File: src/rtl/dram_ref_pkg.sv
package dram_ref_pkg;

  typedef enum logic [2:0] {
    ST_IDLE,
    ST_REQ,
    ST_CAS_SU,
    ST_RAS_ACT,
    ST_PRECH,
    ST_SR_HOLD,
    ST_SR_PRECH
  } seq_state_t;

  // bits needed to hold the value n
  function automatic int unsigned cnt_bits(input int unsigned n);
    return (n < 2) ? 1 : $clog2(n + 1);
  endfunction

  function automatic int unsigned max2(input int unsigned a, input int unsigned b);
    return (a > b) ? a : b;
  endfunction

  // a RAS low run is legal if short of the transition window or past it
  function automatic logic ras_low_legal(input int unsigned len,
                                         input int unsigned forbid,
                                         input int unsigned sr_min);
    return (len < forbid) || (len >= sr_min);
  endfunction

  // precharge needed after a low run of the given length
  function automatic int unsigned prech_needed(input logic was_long,
                                               input int unsigned normal,
                                               input int unsigned longer);
    return was_long ? longer : normal;
  endfunction

endpackage

File: src/rtl/ref_interval_timer.sv
module ref_interval_timer #(
  parameter int unsigned PERIOD_CYC = 3900
) (
  input  logic clk_i,
  input  logic rst_ni,
  input  logic run_i,
  input  logic clr_i,
  output logic tick_o,
  output logic pend_o,
  output logic late_o
);
  localparam int unsigned TW = (PERIOD_CYC < 3) ? 1 : $clog2(PERIOD_CYC);
  localparam logic [TW-1:0] LAST = TW'(PERIOD_CYC - 1);

  logic [TW-1:0] tcnt_q;

  assign tick_o = run_i && (tcnt_q == LAST);

  always_ff @(posedge clk_i) begin
    if (!rst_ni) begin
      tcnt_q <= '0;
      pend_o <= 1'b0;
      late_o <= 1'b0;
    end else begin
      if (!run_i || tick_o) tcnt_q <= '0;
      else                  tcnt_q <= tcnt_q + 1'b1;
      pend_o <= (pend_o && !clr_i) || tick_o;
      late_o <= late_o || (tick_o && pend_o && !clr_i);
    end
  end
endmodule

File: src/rtl/ref_sweep_counter.sv
module ref_sweep_counter
  import dram_ref_pkg::*;
#(
  parameter int unsigned ROWS = 4096
) (
  input  logic clk_i,
  input  logic rst_ni,
  input  logic inc_i,
  input  logic clr_i,
  output logic full_o
);
  localparam int unsigned SW = cnt_bits(ROWS);
  localparam logic [SW-1:0] TOP = SW'(ROWS);

  logic [SW-1:0] rows_q;

  assign full_o = (rows_q == TOP);

  always_ff @(posedge clk_i) begin
    if (!rst_ni)                rows_q <= '0;
    else if (clr_i)             rows_q <= '0;
    else if (inc_i && !full_o)  rows_q <= rows_q + 1'b1;
  end
endmodule

File: src/rtl/ref_seq_fsm.sv
module ref_seq_fsm
  import dram_ref_pkg::*;
#(
  parameter int unsigned CAS_SETUP_CYC = 3,
  parameter int unsigned RAS_ACT_CYC   = 15,
  parameter int unsigned PRECH_CYC     = 12,
  parameter int unsigned SR_MIN_CYC    = 25000,
  parameter int unsigned SR_PRECH_CYC  = 30
) (
  input  logic clk_i,
  input  logic rst_ni,
  input  logic pend_i,
  input  logic sweep_full_i,
  input  logic sr_req_i,
  input  logic gnt_i,
  output logic ref_start_o,
  output logic ref_done_o,
  output logic sr_enter_o,
  output logic sr_exit_o,
  output logic timer_run_o,
  output logic req_o,
  output logic busy_o,
  output logic ras_n_o,
  output logic cas_n_o
);
  localparam int unsigned MAXC =
    max2(max2(max2(CAS_SETUP_CYC, RAS_ACT_CYC), max2(PRECH_CYC, SR_PRECH_CYC)), SR_MIN_CYC);
  localparam int unsigned CW = cnt_bits(MAXC);
  localparam logic [CW-1:0] CAS_LAST  = CW'(CAS_SETUP_CYC - 1);
  localparam logic [CW-1:0] RAS_LAST  = CW'(RAS_ACT_CYC - 1);
  localparam logic [CW-1:0] PRE_LAST  = CW'(PRECH_CYC - 1);
  localparam logic [CW-1:0] SRM_LAST  = CW'(SR_MIN_CYC - 1);
  localparam logic [CW-1:0] SRP_LAST  = CW'(SR_PRECH_CYC - 1);

  seq_state_t state_q, state_d;
  logic [CW-1:0] cnt_q, cnt_d;
  logic kind_sr_q, kind_sr_d;

  logic cas_done, ras_done, pre_done, srp_done, sr_min_met;

  assign cas_done   = (cnt_q == CAS_LAST);
  assign ras_done   = (cnt_q == RAS_LAST);
  assign pre_done   = (cnt_q == PRE_LAST);
  assign srp_done   = (cnt_q == SRP_LAST);
  assign sr_min_met = (cnt_q >= SRM_LAST);

  assign ref_start_o = (state_q == ST_REQ) && gnt_i && !kind_sr_q;
  assign ref_done_o  = (state_q == ST_RAS_ACT) && ras_done;
  assign sr_enter_o  = (state_q == ST_CAS_SU) && cas_done && kind_sr_q;
  assign sr_exit_o   = (state_q == ST_SR_HOLD) && sr_min_met && !sr_req_i;
  assign timer_run_o = !((state_q == ST_SR_HOLD) || (state_q == ST_SR_PRECH));

  always_comb begin
    state_d   = state_q;
    cnt_d     = cnt_q;
    kind_sr_d = kind_sr_q;
    unique case (state_q)
      ST_IDLE: begin
        if (pend_i) begin
          state_d   = ST_REQ;
          kind_sr_d = 1'b0;
        end else if (sr_req_i && sweep_full_i) begin
          state_d   = ST_REQ;
          kind_sr_d = 1'b1;
        end
      end
      ST_REQ: begin
        if (gnt_i) begin
          state_d = ST_CAS_SU;
          cnt_d   = '0;
        end
      end
      ST_CAS_SU: begin
        if (cas_done) begin
          state_d = kind_sr_q ? ST_SR_HOLD : ST_RAS_ACT;
          cnt_d   = '0;
        end else begin
          cnt_d = cnt_q + 1'b1;
        end
      end
      ST_RAS_ACT: begin
        if (ras_done) begin
          state_d = ST_PRECH;
          cnt_d   = '0;
        end else begin
          cnt_d = cnt_q + 1'b1;
        end
      end
      ST_PRECH: begin
        if (pre_done) begin
          state_d = ST_IDLE;
          cnt_d   = '0;
        end else begin
          cnt_d = cnt_q + 1'b1;
        end
      end
      ST_SR_HOLD: begin
        if (sr_exit_o) begin
          state_d = ST_SR_PRECH;
          cnt_d   = '0;
        end else if (!sr_min_met) begin
          cnt_d = cnt_q + 1'b1;
        end
      end
      ST_SR_PRECH: begin
        if (srp_done) begin
          state_d = ST_IDLE;
          cnt_d   = '0;
        end else begin
          cnt_d = cnt_q + 1'b1;
        end
      end
      default: begin
        state_d = ST_IDLE;
        cnt_d   = '0;
      end
    endcase
  end

  always_ff @(posedge clk_i) begin
    if (!rst_ni) begin
      state_q   <= ST_IDLE;
      cnt_q     <= '0;
      kind_sr_q <= 1'b0;
    end else begin
      state_q   <= state_d;
      cnt_q     <= cnt_d;
      kind_sr_q <= kind_sr_d;
    end
  end

  assign req_o   = (state_q != ST_IDLE);
  assign busy_o  = (state_q != ST_IDLE) && (state_q != ST_REQ);
  assign cas_n_o = !((state_q == ST_CAS_SU) || (state_q == ST_RAS_ACT) || (state_q == ST_SR_HOLD));
  assign ras_n_o = !((state_q == ST_RAS_ACT) || (state_q == ST_SR_HOLD));
endmodule

File: src/rtl/dram_refresh_seq.sv
module dram_refresh_seq
  import dram_ref_pkg::*;
#(
  parameter int unsigned INTERVAL_CYC  = 3900,
  parameter int unsigned ROW_COUNT     = 4096,
  parameter int unsigned CAS_SETUP_CYC = 3,
  parameter int unsigned RAS_ACT_CYC   = 15,
  parameter int unsigned PRECH_CYC     = 12,
  parameter int unsigned FORBID_LO_CYC = 2500,
  parameter int unsigned SR_MIN_CYC    = 25000,
  parameter int unsigned SR_PRECH_CYC  = 30
) (
  input  logic clk_i,
  input  logic rst_ni,
  input  logic sr_req_i,
  input  logic gnt_i,
  output logic req_o,
  output logic ras_n_o,
  output logic ucas_n_o,
  output logic lcas_n_o,
  output logic busy_o,
  output logic late_err_o
);
  localparam int unsigned LANES = 2;

  logic tick, pend, sweep_full;
  logic ref_start, ref_done, sr_enter, sr_exit, timer_run;
  logic cas_n;
  logic [LANES-1:0] cas_lane_n;

  ref_interval_timer #(
    .PERIOD_CYC(INTERVAL_CYC)
  ) u_timer (
    .clk_i (clk_i),
    .rst_ni(rst_ni),
    .run_i (timer_run),
    .clr_i (ref_start || sr_enter),
    .tick_o(tick),
    .pend_o(pend),
    .late_o(late_err_o)
  );

  ref_sweep_counter #(
    .ROWS(ROW_COUNT)
  ) u_sweep (
    .clk_i (clk_i),
    .rst_ni(rst_ni),
    .inc_i (ref_done),
    .clr_i (sr_exit),
    .full_o(sweep_full)
  );

  ref_seq_fsm #(
    .CAS_SETUP_CYC(CAS_SETUP_CYC),
    .RAS_ACT_CYC  (RAS_ACT_CYC),
    .PRECH_CYC    (PRECH_CYC),
    .SR_MIN_CYC   (SR_MIN_CYC),
    .SR_PRECH_CYC (SR_PRECH_CYC)
  ) u_fsm (
    .clk_i       (clk_i),
    .rst_ni      (rst_ni),
    .pend_i      (pend),
    .sweep_full_i(sweep_full),
    .sr_req_i    (sr_req_i),
    .gnt_i       (gnt_i),
    .ref_start_o (ref_start),
    .ref_done_o  (ref_done),
    .sr_enter_o  (sr_enter),
    .sr_exit_o   (sr_exit),
    .timer_run_o (timer_run),
    .req_o       (req_o),
    .busy_o      (busy_o),
    .ras_n_o     (ras_n_o),
    .cas_n_o     (cas_n)
  );

  // both byte lanes follow one strobe so the effective edges coincide
  for (genvar g = 0; g < LANES; g++) begin : g_lane
    assign cas_lane_n[g] = cas_n;
  end

  assign ucas_n_o = cas_lane_n[1];
  assign lcas_n_o = cas_lane_n[0];

  // tick is consumed inside the timer; keep it visible for the checker
  logic tick_seen;
  assign tick_seen = tick;
endmodule

File: config.mk
export PLATFORM = sky130hd
export DESIGN_NAME = dram_refresh_seq
export DESIGN_NICKNAME = d
export VERILOG_FILES = /design/src/rtl/dram_ref_pkg.sv /design/src/rtl/ref_interval_timer.sv /design/src/rtl/ref_sweep_counter.sv /design/src/rtl/ref_seq_fsm.sv /design/src/rtl/dram_refresh_seq.sv
export SDC_FILE = /design/constraint.sdc
export NUM_CORES = 1
export LEC_CHECK = 0
export BUFFER_PORTS_ARGS = -buffer_cell sky130_fd_sc_hd__buf_2
export CORE_MARGIN = 2
export CORE_UTILIZATION = 49
export CTS_CLUSTER_SIZE = 20
export DETAILED_ROUTE_END_ITERATION = 12
export HOLD_SLACK_MARGIN = 0.08
export PLACE_DENSITY = 0.65
export SYNTH_ARGS = -nofsm -noshare
export SYNTH_HDL_FRONTEND = slang
export SYNTH_HIERARCHICAL = 1
export SYNTH_SLANG_ARGS = --single-unit
File: constraint.sdc
create_clock -name clk_i -period 3.3 [get_ports clk_i]
set_input_delay 0.66 -clock clk_i [delete_from_list [all_inputs] [get_ports clk_i]]
set_output_delay 0.66 -clock clk_i [all_outputs]
set_load 0.01 [all_outputs]
==> flow_summary.json <==
{
  "dp.final_hpwl_microns": 4090,
  "antenna_violating_nets_post_route": 0,
  "antenna_found_initial": 0,
  "post_drt_via_cell_ratio": 5.80,
  "clkTransAtPathRegs_ns": 0.09,
  "synthesis.area_per_instance_sq_um": 8.40,
  "syn_nets": 333,
  "first_global_vias": 2132,
  "post_synth_num_cell_types": 63,
  "start_kind": "flop",
  "die-height_microns": 78.4,
  "core.rowCount": 27,
  "asyncSetResetFlopFracSynth_pct": 0,
  "fmaxAchievable_ghz": 0.336,
  "rsz0062_at_grt": "no",
  "result_of_the_run": "finished clean",
  "largest_net_degree_at_the_start_of_global_routing": 16,
  "cp_slowest_cell": "or4_2",
  "totalPowerFinal_mw": 1.02,
  "post_cts_hold_buffer_count": 0,
  "irDropWorstVdd_mv": 0.239,
  "leakage_nw": 0.965,
  "worst_margin_pin_slew_ns": 0.800,
  "initial_standard_cell_utilization_of_the_core_pct": 49.9,
  "timing.slew.headroom_pct": 46.6,
  "worst_hold_path.num_cells": 1,
  "synth_flop_cell": "dfxtp_1",
  "cell_type_with_the_highest_aggregate_area_in_the_netlist": "dfxtp_1",
  "ys_seq_area_share_pct": 33.9,
  "maxCapViolCount": 0,
  "insertion_delay_ns": 0.30,
  "cts_setup_buffers": 0,
  "wl_per_cell_microns": 13.7,
  "post_cts_resized": 0,
  "syn-cell-area_sq_um": 2710,
  "worstRegToRegCells": 6,
  "final_weighted_congestion_in_routability_driven_placement": 0.794,
  "yosysWarnings": 6,
  "timing.final.max_slew_violations": 0,
  "global_route.usage.total_pct": 19.9,
  "drc": 0,
  "min-delay-path-class": "reg2reg",
  "insertedDiodeCount": 0,
  "clock_tree.buffer_depth": 2,
  "portBuffers": 9,
  "cts_inserted_buffers": 5,
  "drive_gt1_share_pct": 12.3,
  "syn2layout_area_growth_pct": 8.16,
  "dieWidth_microns": 78.4,
  "synthDominantCellAreaShare_pct": 33.9,
  "crit_required_ns": 3.54,
  "setup-violations-final": 0,
  "post-route-min-period_ns": 2.97,
  "htreeDepth": 2,
  "routed_wirelength_microns": 5550,
  "fin_worst_skew_ns": 0.00757,
  "setup_total_negative_slack_ns": 0,
  "timing.critical_path.fanout_max": 10,
  "grt_pass1_wl_microns": 9820,
  "worst_path_largest_cell_delay_ns": 0.71,
  "critical_path.cell_chain": "or4_4, or4_2, nor2_1, nand4_4, or4_1, a21oi_1",
  "total_overflow_reported_by_the_global_router": 0,
  "dr_total_vias": 2353,
  "multi_input_gate_area_sq_um": 1680,
  "timing.critical_path.to_type": "flop",
  "yosys-top-cells-area": "dfxtp_1 (34%), nand2_1 (4.8%), nor2_1 (3.6%), a21oi_1 (3.1%), o21ai_0 (3.1%)",
  "layout_worst_path_cycle_share_pct": 90.1,
  "die_area_sq_um": 6150,
  "ios": 10,
  "clock-sinks": 46,
  "timing_hold_violations_final": 0,
  "drtPass1Iterations": 4,
  "timing.setup.critical_path_class": "reg2reg",
  "storage_element_area_sq_um": 921,
  "synth.ff_latch_count": 46,
  "synth_edf_count": 0,
  "power_density_nw_per_um2": 349,
  "cp.arrival_ns": 3.21,
  "drt_iter0_drc": 137,
  "core_area_sq_um": 5440,
  "num-nets-final": 343,
  "cts_root_buf": "clkbuf_8",
  "postSynthCellCount": 323,
  "number_of_fill_cells_in_the_layout": 513,
  "clock_tree_from_tritoncts": "done"
}
[stage by stage]
| step | hold slack [ns] | util [%] | cell area (sq um) | instances | setup slack (ns) |
|---|---|---|---|---|---|
| 2_1_floorplan | 0.430 | - | 2710 | 323 | 0.500 |
| 3_3_place_gp | 0.450 | 51.9 | 2820 | 398 | 0.376 |
| 3_5_place_dp | 0.454 | 51.9 | 2820 | 398 | 0.336 |
| 4_1_cts | 0.472 | 54.0 | 2940 | 406 | 0.317 |
| 5_1_grt | 0.489 | 54.0 | 2940 | 406 | 0.172 |
| 6_report | 0.469 | 54.0 | 2940 | 406 | 0.327 |
[state kept, by name, summed over array words and instances, names as in the netlist]
| signal | count |
|---|---|
| u_timer/tcnt_q | 12 |
| u_fsm/state_q | 3 |
| u_fsm/cnt_q | 15 |
| u_timer/late_o | 1 |
| u_sweep/rows_q | 13 |
| u_timer/pend_o | 1 |
| u_fsm/kind_sr_q | 1 |
[final timing paths]
check	startpoint	endpoint	slack (ns)
max reg2reg	u_fsm/cnt_q[10]$_SDFFE_PN0P_	u_sweep/rows_q[8]$_SDFFE_PP0P_	0.33
max	u_fsm/cnt_q[10]$_SDFFE_PN0P_	u_sweep/rows_q[8]$_SDFFE_PP0P_	0.33
min reg2reg	u_timer/tcnt_q[0]$_SDFF_PP0_	u_timer/tcnt_q[0]$_SDFF_PP0_	0.47
min	u_timer/tcnt_q[0]$_SDFF_PP0_	u_timer/tcnt_q[0]$_SDFF_PP0_	0.47
[power by group]
part / internal, mW / total [mW] / switching (mW) / leakage (nW)
logic: 0.00948 / 0.0300 / 0.0206 / 0.535
registers: 0.558 / 0.561 / 0.00324 / 0.371
clock network: 0.227 / 0.432 / 0.205 / 0.0585
[synth_stat cells, types with 4 or more instances]
master / n
dfxtp_1: 46
nand2_1: 35
nor2_1: 26
a21oi_1: 17
o21ai_0: 17
inv_1: 16
nand3_1: 12
nand2b_1: 9
a31oi_1: 8
mux2i_1: 8
nand4_1: 8
nor2b_1: 8
o31ai_1: 7
or3_1: 7
and3_1: 6
clkbuf_1: 6
ha_1: 6
nor4_1: 6
a22o_1: 5
and2_1: 5
nor3_1: 5
or4_1: 5
nor4b_1: 4
xor2_1: 4
[critical path, delay by kind of cell, from the launching register on]
family,cells,cell delay [ns]
and+or+nand+nor,5,2.40
DFF,1,0.36
AOI/OAI and AO/OA,1,0.14
[kinds of logic after synthesis]
logic type                 share of synthesized area (%)
AOI/OAI and AO/OA                                   23.0
xor gates and xnor gates                            1.94
adders and majority gates                           2.77
buffers and inverters                               4.15
DFF                                                 33.9
muxes                                               2.95
and+or+nand+nor                                     31.3
[per-layer routing]
layer | global-route usage [%] | part of all wire (%)
met1 | 28.5 | 49
met2 | 29.7 | 45
met3 | 3.45 | 4.6
met4 | 7.89 | 1.3
met5 | 0 | 0
[layout by cell type (no fill, tap or decap), drive strengths merged, types with 2 or more instances in the layout]
cell,count
nor2b,8
or2,2
o31a,2
buf,12
o211ai,2
nand4,10
nor2,26
inv,17
xnor2,2
a21oi,18
dfxtp,46
a2111oi,3
o22ai,2
xor2,4
nor3,5
and2,5
a22o,5
a31oi,8
nand2b,9
and3,6
a211oi,3
clkinv,2
mux2i,8
nand2,36
nand3,13
or4,7
clkbuf,5
or3,10
o21ai,19
ha,6
o31ai,9
nor4,8
nor4b,4
[final cells by class]
cell class,instances,share of cell area (%)
clock inverter,3,1.49
inverter,17,2.17
clock buffer,5,2.34
timing repair buffer,12,2.30
tap,72,3.07
sequential,46,31.4
multi-input combinational,251,57.2
(Power assumes the default switching activity.)
